`src/rtl/magdeb_pkg.sv`:
```
package magdeb_pkg;
    typedef enum logic [1:0] {
        ST_IDLE  = 2'd0,
        ST_COUNT = 2'd1,
        ST_HELD  = 2'd2
    } deb_state_e;

    localparam logic [1:0] OFS_LIM_HI = 2'd0;
    localparam logic [1:0] OFS_LIM_LO = 2'd1;
    localparam logic [1:0] OFS_COUNT  = 2'd2;
endpackage

```
`src/rtl/magdeb_regs.sv`:
```
module magdeb_regs
    import magdeb_pkg::*;
#(
    parameter int MAG_W = 15,
    parameter int DW    = 8,
    parameter int CNT_W = 8
) (
    input  logic             clk,
    input  logic             rst_n,
    input  logic             wr,
    input  logic [1:0]       addr,
    input  logic [DW-1:0]    wdata,
    output logic [MAG_W-1:0] limit,
    output logic             strict,
    output logic [CNT_W-1:0] target,
    output logic             cfg_wr
);
    localparam int HI_W = MAG_W - DW;

    logic [HI_W-1:0]  lim_hi_q;
    logic [DW-1:0]    lim_lo_q;
    logic             strict_q;
    logic [CNT_W-1:0] target_q;

    always_ff @(posedge clk or negedge rst_n) begin
        if (!rst_n) begin
            lim_hi_q <= '0;
            lim_lo_q <= '0;
            strict_q <= 1'b0;
            target_q <= '0;
        end else if (wr) begin
            unique case (addr)
                OFS_LIM_HI: begin
                    lim_hi_q <= wdata[HI_W-1:0];
                    strict_q <= wdata[DW-1];
                end
                OFS_LIM_LO: lim_lo_q <= wdata;
                OFS_COUNT:  target_q <= wdata[CNT_W-1:0];
                default: ;
            endcase
        end
    end

    always_comb begin
        cfg_wr = wr && (addr == OFS_LIM_HI || addr == OFS_LIM_LO || addr == OFS_COUNT);
    end

    assign limit  = {lim_hi_q, lim_lo_q};
    assign strict = strict_q;
    assign target = target_q;
endmodule

```
`src/rtl/magdeb_pace.sv`:
```
module magdeb_pace (
    input  logic clk,
    input  logic rst_n,
    input  logic sample_vld,
    input  logic hybrid_en,
    output logic tick
);
    logic skip_q;

    always_ff @(posedge clk or negedge rst_n) begin
        if (!rst_n) begin
            skip_q <= 1'b0;
        end else if (!hybrid_en) begin
            skip_q <= 1'b0;
        end else if (sample_vld) begin
            skip_q <= ~skip_q;
        end
    end

    always_comb begin
        tick = sample_vld && (!hybrid_en || !skip_q);
    end
endmodule

```
`src/rtl/magdeb_cmp.sv`:
```
module magdeb_cmp #(
    parameter int MAG_W = 15
) (
    input  logic [MAG_W-1:0] mag,
    input  logic [MAG_W-1:0] limit,
    output logic             above
);
    always_comb begin
        above = (mag >= limit);
    end
endmodule

```
`src/rtl/magdeb_fsm.sv`:
```
module magdeb_fsm
    import magdeb_pkg::*;
#(
    parameter int CNT_W = 8
) (
    input  logic             clk,
    input  logic             rst_n,
    input  logic             tick,
    input  logic             above,
    input  logic             strict,
    input  logic [CNT_W-1:0] target,
    input  logic             cfg_wr,
    input  logic             flag_clr,
    output logic             evt_pulse,
    output logic             evt_flag,
    output logic [CNT_W-1:0] ctr
);
    deb_state_e       st_q, st_d;
    logic [CNT_W-1:0] ctr_q, ctr_d;
    logic [CNT_W-1:0] ctr_up, ctr_dn;
    logic             fire;
    logic             pulse_q, flag_q;

    always_comb begin
        ctr_up = (target == '0) ? '0 : ctr_q + 1'b1;
        if (strict || ctr_q == '0) begin
            ctr_dn = '0;
        end else begin
            ctr_dn = ctr_q - 1'b1;
        end
    end

    always_comb begin
        st_d  = st_q;
        ctr_d = ctr_q;
        fire  = 1'b0;
        if (cfg_wr) begin
            st_d  = ST_IDLE;
            ctr_d = '0;
        end else if (tick) begin
            unique case (st_q)
                ST_IDLE, ST_COUNT: begin
                    if (above) begin
                        ctr_d = ctr_up;
                        if (ctr_up == target) begin
                            fire = 1'b1;
                            st_d = ST_HELD;
                        end else begin
                            st_d = ST_COUNT;
                        end
                    end else begin
                        ctr_d = ctr_dn;
                        st_d  = (ctr_dn == '0) ? ST_IDLE : ST_COUNT;
                    end
                end
                ST_HELD: begin
                    if (!above) begin
                        ctr_d = ctr_dn;
                        st_d  = (ctr_dn == '0) ? ST_IDLE : ST_COUNT;
                    end
                end
                default: begin
                    st_d  = ST_IDLE;
                    ctr_d = '0;
                end
            endcase
        end
    end

    always_ff @(posedge clk or negedge rst_n) begin
        if (!rst_n) begin
            st_q  <= ST_IDLE;
            ctr_q <= '0;
        end else begin
            st_q  <= st_d;
            ctr_q <= ctr_d;
        end
    end

    always_ff @(posedge clk or negedge rst_n) begin
        if (!rst_n) begin
            pulse_q <= 1'b0;
            flag_q  <= 1'b0;
        end else begin
            pulse_q <= fire;
            flag_q  <= fire | (flag_q & ~flag_clr);
        end
    end

    assign evt_pulse = pulse_q;
    assign evt_flag  = flag_q;
    assign ctr       = ctr_q;
endmodule

```
`src/rtl/magdeb_top.sv`:
```
module magdeb_top #(
    parameter int MAG_W = 15,
    parameter int DW    = 8,
    parameter int CNT_W = 8
) (
    input  logic             clk,
    input  logic             rst_n,
    input  logic             reg_wr,
    input  logic [1:0]       reg_addr,
    input  logic [DW-1:0]    reg_wdata,
    input  logic             sample_vld,
    input  logic [MAG_W-1:0] sample_mag,
    input  logic             hybrid_en,
    input  logic             flag_clr,
    output logic             evt_pulse,
    output logic             evt_flag
);
    logic [MAG_W-1:0] limit;
    logic             strict;
    logic [CNT_W-1:0] target;
    logic             cfg_wr;
    logic             tick;
    logic             above;
    logic [CNT_W-1:0] ctr;

    magdeb_regs #(.MAG_W(MAG_W), .DW(DW), .CNT_W(CNT_W)) u_regs (
        .clk(clk), .rst_n(rst_n), .wr(reg_wr), .addr(reg_addr), .wdata(reg_wdata),
        .limit(limit), .strict(strict), .target(target), .cfg_wr(cfg_wr)
    );

    magdeb_pace u_pace (
        .clk(clk), .rst_n(rst_n), .sample_vld(sample_vld),
        .hybrid_en(hybrid_en), .tick(tick)
    );

    magdeb_cmp #(.MAG_W(MAG_W)) u_cmp (
        .mag(sample_mag), .limit(limit), .above(above)
    );

    magdeb_fsm #(.CNT_W(CNT_W)) u_fsm (
        .clk(clk), .rst_n(rst_n), .tick(tick), .above(above), .strict(strict),
        .target(target), .cfg_wr(cfg_wr), .flag_clr(flag_clr),
        .evt_pulse(evt_pulse), .evt_flag(evt_flag), .ctr(ctr)
    );
endmodule

```
`config.mk`:
```
export PLATFORM = sky130hd
export DESIGN_NAME = magdeb_top
export DESIGN_NICKNAME = d
export VERILOG_FILES = /design/src/rtl/magdeb_pkg.sv /design/src/rtl/magdeb_regs.sv /design/src/rtl/magdeb_pace.sv /design/src/rtl/magdeb_cmp.sv /design/src/rtl/magdeb_fsm.sv /design/src/rtl/magdeb_top.sv
export SDC_FILE = /design/constraint.sdc
export NUM_CORES = 1
export LEC_CHECK = 0
export BUFFER_PORTS_ARGS = -buffer_cell sky130_fd_sc_hd__buf_4
export CAP_MARGIN = 10
export CELL_PAD_IN_SITES_DETAIL_PLACEMENT = 0
export CELL_PAD_IN_SITES_GLOBAL_PLACEMENT = 1
export CORE_ASPECT_RATIO = 1.5
export CORE_MARGIN = 10
export CORE_UTILIZATION = 40
export DETAILED_ROUTE_END_ITERATION = 6
export GPL_TIMING_DRIVEN = 1
export PLACE_DENSITY_LB_ADDON = 0.1
export SYNTH_ARGS = -nofsm -noshare
export SYNTH_HDL_FRONTEND = slang
export SYNTH_SLANG_ARGS = --single-unit
```
`constraint.sdc`:
```
create_clock -name clk -period 2.61 [get_ports clk]
set_input_delay 0.261 -clock clk [delete_from_list [all_inputs] [get_ports clk]]
set_output_delay 0.261 -clock clk [all_outputs]
set_load 0.1 [all_outputs]
```
After elaboration in Yosys (flattened, before gate mapping)
Cells that the tools add are included.
{"block": "totals", "register_bits": 37}
{"block": "classes", "eq_ne": 7, "addsub": 2, "mux": 21, "n_reduce_logical": 19, "magnitude_cmp": 1, "bitwise": 4}
{"cell": "2-to-1 mux 8 bit", "n": 6}
{"cell": "logical NOT 8 bit", "n": 3}
{"cell": "one-hot mux 8 bit (2 select lines)", "n": 1}
{"cell": ">= comparator 15 bit", "n": 1}
{"cell": "2-to-1 mux 2 bit", "n": 5}
{"cell": "adder 8 x 1 -> 8 bit, second input constant", "n": 1}
{"cell": "equality test 8 bit", "n": 1}
{"cell": "2-to-1 mux 1 bit", "n": 8}
{"cell": "AND reduction 2 bit", "n": 4}
{"cell": "subtractor 8 x 1 -> 8 bit, second input constant", "n": 1}
{"cell": "equality test 2 x 1 -> 1 bit, second input constant", "n": 2}
{"cell": "equality test 2 bit, second input constant", "n": 2}
{"cell": "logical NOT 2 bit", "n": 2}
{"cell": "logical OR 1 bit", "n": 4}
{"cell": "one-hot mux 2 bit (2 select lines)", "n": 1}
{"cell": "inequality test 3 bit, second input constant", "n": 1}
{"cell": "logical AND 1 bit", "n": 2}
{"cell": "logical NOT 1 bit", "n": 2}
{"cell": "inequality test 2 bit, second input constant", "n": 1}
{"cell": "inverter 1 bit", "n": 2}
{"cell": "nonzero test 2 bit", "n": 1}
{"cell": "OR reduction 2 bit", "n": 1}
{"cell": "bitwise AND 1 bit", "n": 1}
{"cell": "bitwise OR 1 bit", "n": 1}

Longest topological paths before layout
{"block": "logic_depth", "depth_word": 9, "mapped_depth": 10}

By module
Synthesis repeated with hierarchy kept, for this count alone.
{"block": "hier_totals", "cells_unflattened": 269, "area_unflattened_um2": 2556.2}
{"mod": "magdeb_fsm", "cells_per_inst": 159, "area_per_inst_um2": 1213.7, "n_inst": 1}
{"mod": "magdeb_regs", "cells_per_inst": 52, "area_per_inst_um2": 919.6, "n_inst": 1}
{"mod": "magdeb_cmp", "cells_per_inst": 54, "area_per_inst_um2": 375.4, "n_inst": 1}
{"mod": "magdeb_pace", "cells_per_inst": 4, "area_per_inst_um2": 47.5, "n_inst": 1}

Worst setup path after synthesis
Ideal clock, no wire load.
{"block": "synth_timing", "path_type": "reg2reg", "startpoint": "register u_fsm.ctr_q[0] (netlist: u_fsm.ctr[0])", "endpoint": "register u_fsm.ctr_q[0] (netlist: u_fsm.ctr[0])", "path_slack_ps": 400, "setup_ps": 65, "t_required_ps": 2545, "arrival_ps": 2145, "synth_period_minus_slack_ps": 2210, "stages_incl_launch_ff": 10, "path_buffers": 1, "cell_sequence": "dfrtp_1 clkbuf_8 inv_1 ha_1 nor2b_1 a31oi_1 a21boi_1 o21ai_0 a2111oi_0 a21o_1"}
{"block": "synth_between", "elab_chain_cells": 7, "elab_cells_between_ends": 11, "cone_classes": "add/sub (2); mux (7); reduce/logical (2)"}
{"element": "start: declaration", "line": "magdeb_fsm.sv:19", "rtl": "logic [CNT_W-1:0] ctr_q, ctr_d;"}
{"element": "start signal: assignment", "line": "magdeb_fsm.sv:76", "rtl": "ctr_q <= ctr_d;"}
{"element": "parallel branches: the longest is 4 deep, another holds subtractor 8 x 1 -> 8 bit"}
{"element": "one-hot mux 8 bit (2 select lines) (*)", "line": "magdeb_fsm.sv:41", "rtl": "unique case (st_q)"}
{"element": "2-to-1 mux 8 bit (*)", "line": "magdeb_fsm.sv:40", "rtl": "end else if (tick) begin"}
{"element": "2-to-1 mux 8 bit (*)", "line": "magdeb_fsm.sv:37", "rtl": "if (cfg_wr) begin"}
Mark *: on every way between the ends. The select of a mux whose other input is x is not followed.
A chain may end at the register's enable or synchronous reset.

Worst setup path after layout
{"block": "layout_timing", "startpoint": "register u_regs.lim_hi_q[1]", "endpoint": "register u_fsm.ctr_q[7] (netlist: u_fsm.ctr[7])"}
{"block": "layout_between", "elab_chain_cells": 5, "elab_cells_between_ends": 7, "cone_classes": "order compare (1); eq/ne (1); mux (4); reduce/logical (1)"}
{"element": "start: declaration", "line": "magdeb_regs.sv:20", "rtl": "logic [HI_W-1:0] lim_hi_q;"}
{"element": "start signal: assignment", "line": "magdeb_regs.sv:34", "rtl": "lim_hi_q <= wdata[HI_W-1:0];"}
{"element": ">= comparator 15 bit (*)", "line": "magdeb_cmp.sv:9", "rtl": "above = (mag >= limit);"}
{"element": "2-to-1 mux 8 bit", "line": "magdeb_fsm.sv:43", "rtl": "if (above) begin"}
{"element": "one-hot mux 8 bit (2 select lines)", "line": "magdeb_fsm.sv:41"}
{"element": "2-to-1 mux 8 bit", "line": "magdeb_fsm.sv:40"}
{"element": "2-to-1 mux 8 bit", "line": "magdeb_fsm.sv:37"}
Every way passes the cells marked *; elsewhere a longest branch is shown, timed or not. The select of a mux whose other input is x is not followed.

==> impl_metrics.toml <==
[status]
outcome = "finished, final reports clean"

[die]
core_mm2 = 0.00609
io-pin-count = 33
dieWidth_um = 84.3
die_y_um = 116
start_util_pct = 40.7
dieArea_mm2 = 0.00981
num_rows = 35

[yosys]
yosysTopAreaCell = "dfrtp_1"
syn-mean-instance-area_um2 = 9.54
synth-edff-count = 0
synth-seq-area-share_pct = 37.3
synth_cell_types = 54
ys_ff_latch = 37
syn_area_mm2 = 0.00248
synth_top_family_by_area = "compound AO/OA/AOI/OAI gates"
yosysTopAreaCellShare_pct = 37.3
synth-main-ff-cell = "dfrtp_1"
yosys_warnings = 0
synthXorXnorAreaFrac_pct = 4.44
synthArstFlopShare_pct = 100
synthSimpleGateAreaFrac_pct = 16.0
syn_inst = 260
synthTopCellsByArea = "dfrtp_1 37%, ha_1 8.6%, mux2_2 7.7%"
syn_nets = 308
synth_compound_area_share_pct = 17.2
synth.area.mux_share_pct = 10.1
synth_adder_area_share_pct = 8.58

[place]
placed_area_mm2 = 0.00288
gp_congestion = 0.831
portBuffers = 32
hpwlAfterDp_um = 5340
dpl.cell_count = 377

[layout]
fin_area_mm2 = 0.00306
regArea_um2 = 926
drive_above_1_share_pct = 29.5
syn_to_final_growth_pct = 23.6
multi_input_area_mm2 = 0.00144
nFillCells = 610
fin_nets = 362
finalNonFillerCells = 389
antenna_cells = 0

[drt]
ant_nets = 0
drt_iter0_markers = 104
drc = 0
viasPerCell = 5.34
wirelength_um = 6550
num_vias = 2078
first_pass_iters = 4
wire_per_inst_um = 16.8

[flow_run]
maxCapViolCount = 0

[grt]
grt-busiest-layer = "met2"
gr-total-overflow = 0
antenna_found_initial = 0
grt_pass1_vias = 2195
grtUsageMet3_pct = 2.72
use_met2_pct = 27.2
grt_max_degree = 38
track_usage_pct = 13.6
grt_pass1_wl_um = 10800
grtUsageMet1_pct = 13.1

[clock_network]
clk_latency_ns = 0.29
htreeDepth = 2
numCtsBuffers = 5
cts_tree = "built"
path_clk_slew_ns = 0.08
clockBufferDepth = 2
cts.sinks = 37
cts_root_buffer = "clkbuf_8"

[timing]
grt_setup_unrepaired = "yes"
finalClockSkew_ns = 0.00407
slew_headroom_pct = 63.0
fin_crit_sh_pct = 93.2
clock.fmax_mhz = 411
slew_violations = 0
min_period_ns = 2.43
setup_viol_count_final = 0
worst_slew_pin_slew_ns = 0.551
hold_viol_final = 0

[setup_path]
path_max_fanout = 7
cp-start-kind = "flip-flop"
rrSetupSlack_ns = 0.18
path_class = "flip-flop to flip-flop"
arrival_ns = 2.67
crit_path_end_kind = "flip-flop"
crit_required_ns = 2.85

[power_and_ir_drop]
p_int_w = 0.00148
p_leak_nw = 1.45
swShare_pct = 37.1
seqPwrFrac_pct = 33.5
combPwrFrac_pct = 44.7
switchingPower_w = 0.000869
p_total_w = 0.00234
powerDensity_mw_per_mm2 = 765
clockPowerShare_pct = 21.8
vdd_drop_max_mv = 0.391

[min_path]
hold_class = "input port to flip-flop"
## cell usage in the layout (no fill, tap or decap), types with 6 or more instances in the layout
master    n
nand2_1  28
nor3_1    7
inv_1    23
dfrtp_1  37
ha_1     16
mux2i_1   6
o21ai_0  21
nand3_1   8
xnor2_1   6
a21oi_1  10
nor2_1   10
buf_4    53
mux2_2   17
## timing repair
item                       4_1_cts  5_1_grt
buffers inserted                 0        3
pin swaps                        0        0
hold endpoints to repair        37        0
setup endpoints to repair        7       12
gates resized for setup          1        7
hold buffers                     1        0
## cell usage after synthesis, types with 4 or more instances
cell type / count
inv_1: 23
a21oi_1: 10
o21ai_0: 21
nand2_1: 28
a22o_1: 4
nor2_1: 10
nor3_1: 7
dfrtp_1: 37
nand3_1: 8
mux2i_1: 6
xor2_1: 4
a21o_1: 5
ha_1: 17
xnor2_1: 6
mux2_2: 17
## logic make-up after synthesis
group                    after synthesis
AND/OR/NAND/NOR                       78
AO/OA/AOI/OAI                         64
flip-flops                            37
buffers and inverters                 30
multiplexers                          23
adder cells (fa/ha/maj)               17
XOR/XNOR                              11
## worst paths after layout
check	startpoint	cells after the start	endpoint
min reg2reg	u_fsm.evt_flag	1	u_fsm.evt_flag
min	hybrid_en	2	u_pace.skip_q
max reg2reg	u_regs.lim_hi_q[1]	10	u_fsm.ctr[7]
max in group asynchronous	rst_n	2	u_regs.lim_hi_q[1]
min in group asynchronous	rst_n	2	u_fsm.ctr[7]
max	u_regs.lim_hi_q[1]	10	u_fsm.ctr[7]
## per-stage QoR
stage	setup TNS [ns]	hold WS [ns]	setup slack (ns)	util, %
floorplan	0	-0.0346	0.400	-
global placement	-0.127	0.254	-0.0402	47.3
detailed placement	-0.248	0.261	-0.0610	47.3
CTS	0	0.183	0.0368	49.4
global route	-0.00875	0.182	-0.00709	50.3
finish	0	0.187	0.176	50.3
## flip-flops by register name, summed over array words and instances (netlist names)
register and cells:
u_fsm.ctr 8, u_fsm.evt_flag 1, u_fsm.evt_pulse 1, u_fsm.st_q 2, u_pace.skip_q 1, u_regs.lim_hi_q 7, u_regs.lim_lo_q 8, u_regs.strict 1
u_regs.target 8
## power by group through the flow
| stage | clock, W | sequential, W | combinational, W |
|---|---|---|---|
| global placement | 0 | 0.000794 | 0.00101 |
| global route | 0.000549 | 0.000803 | 0.00118 |
| finish | 0.000511 | 0.000786 | 0.00105 |
| detailed placement | 0 | 0.000798 | 0.00101 |
| CTS | 0.000525 | 0.000786 | 0.00102 |
| floorplan | 0 | 0.000756 | 0.000701 |
## worst max-delay path, stage by stage (launching register included)
cell       delay (ns)
dfrtp_1          0.34
inv_1            0.05
ha_1             0.28
nand4_1          0.12
nor3_1           0.23
a2111oi_2        0.11
o21a_2           0.27
buf_4            0.15
or4_1            0.42
a21oi_1          0.29
a21o_1           0.12
## final cells by class
class,instances,area share (%)
Clock inverter,3,1.51
Clock buffer,5,2.25
Sequential cell,37,30.2
Timing Repair Buffer,54,13.3
Multi-Input combinational cell,193,46.9
Tap cell,74,3.02
Inverter,23,2.82
## layer usage
metal	part of all wire [%]	routed length, um
met5	0	0
met1	37	2430
met2	58	3800
met4	2.1	137
met3	2.8	183
(Power assumes the default switching activity.)
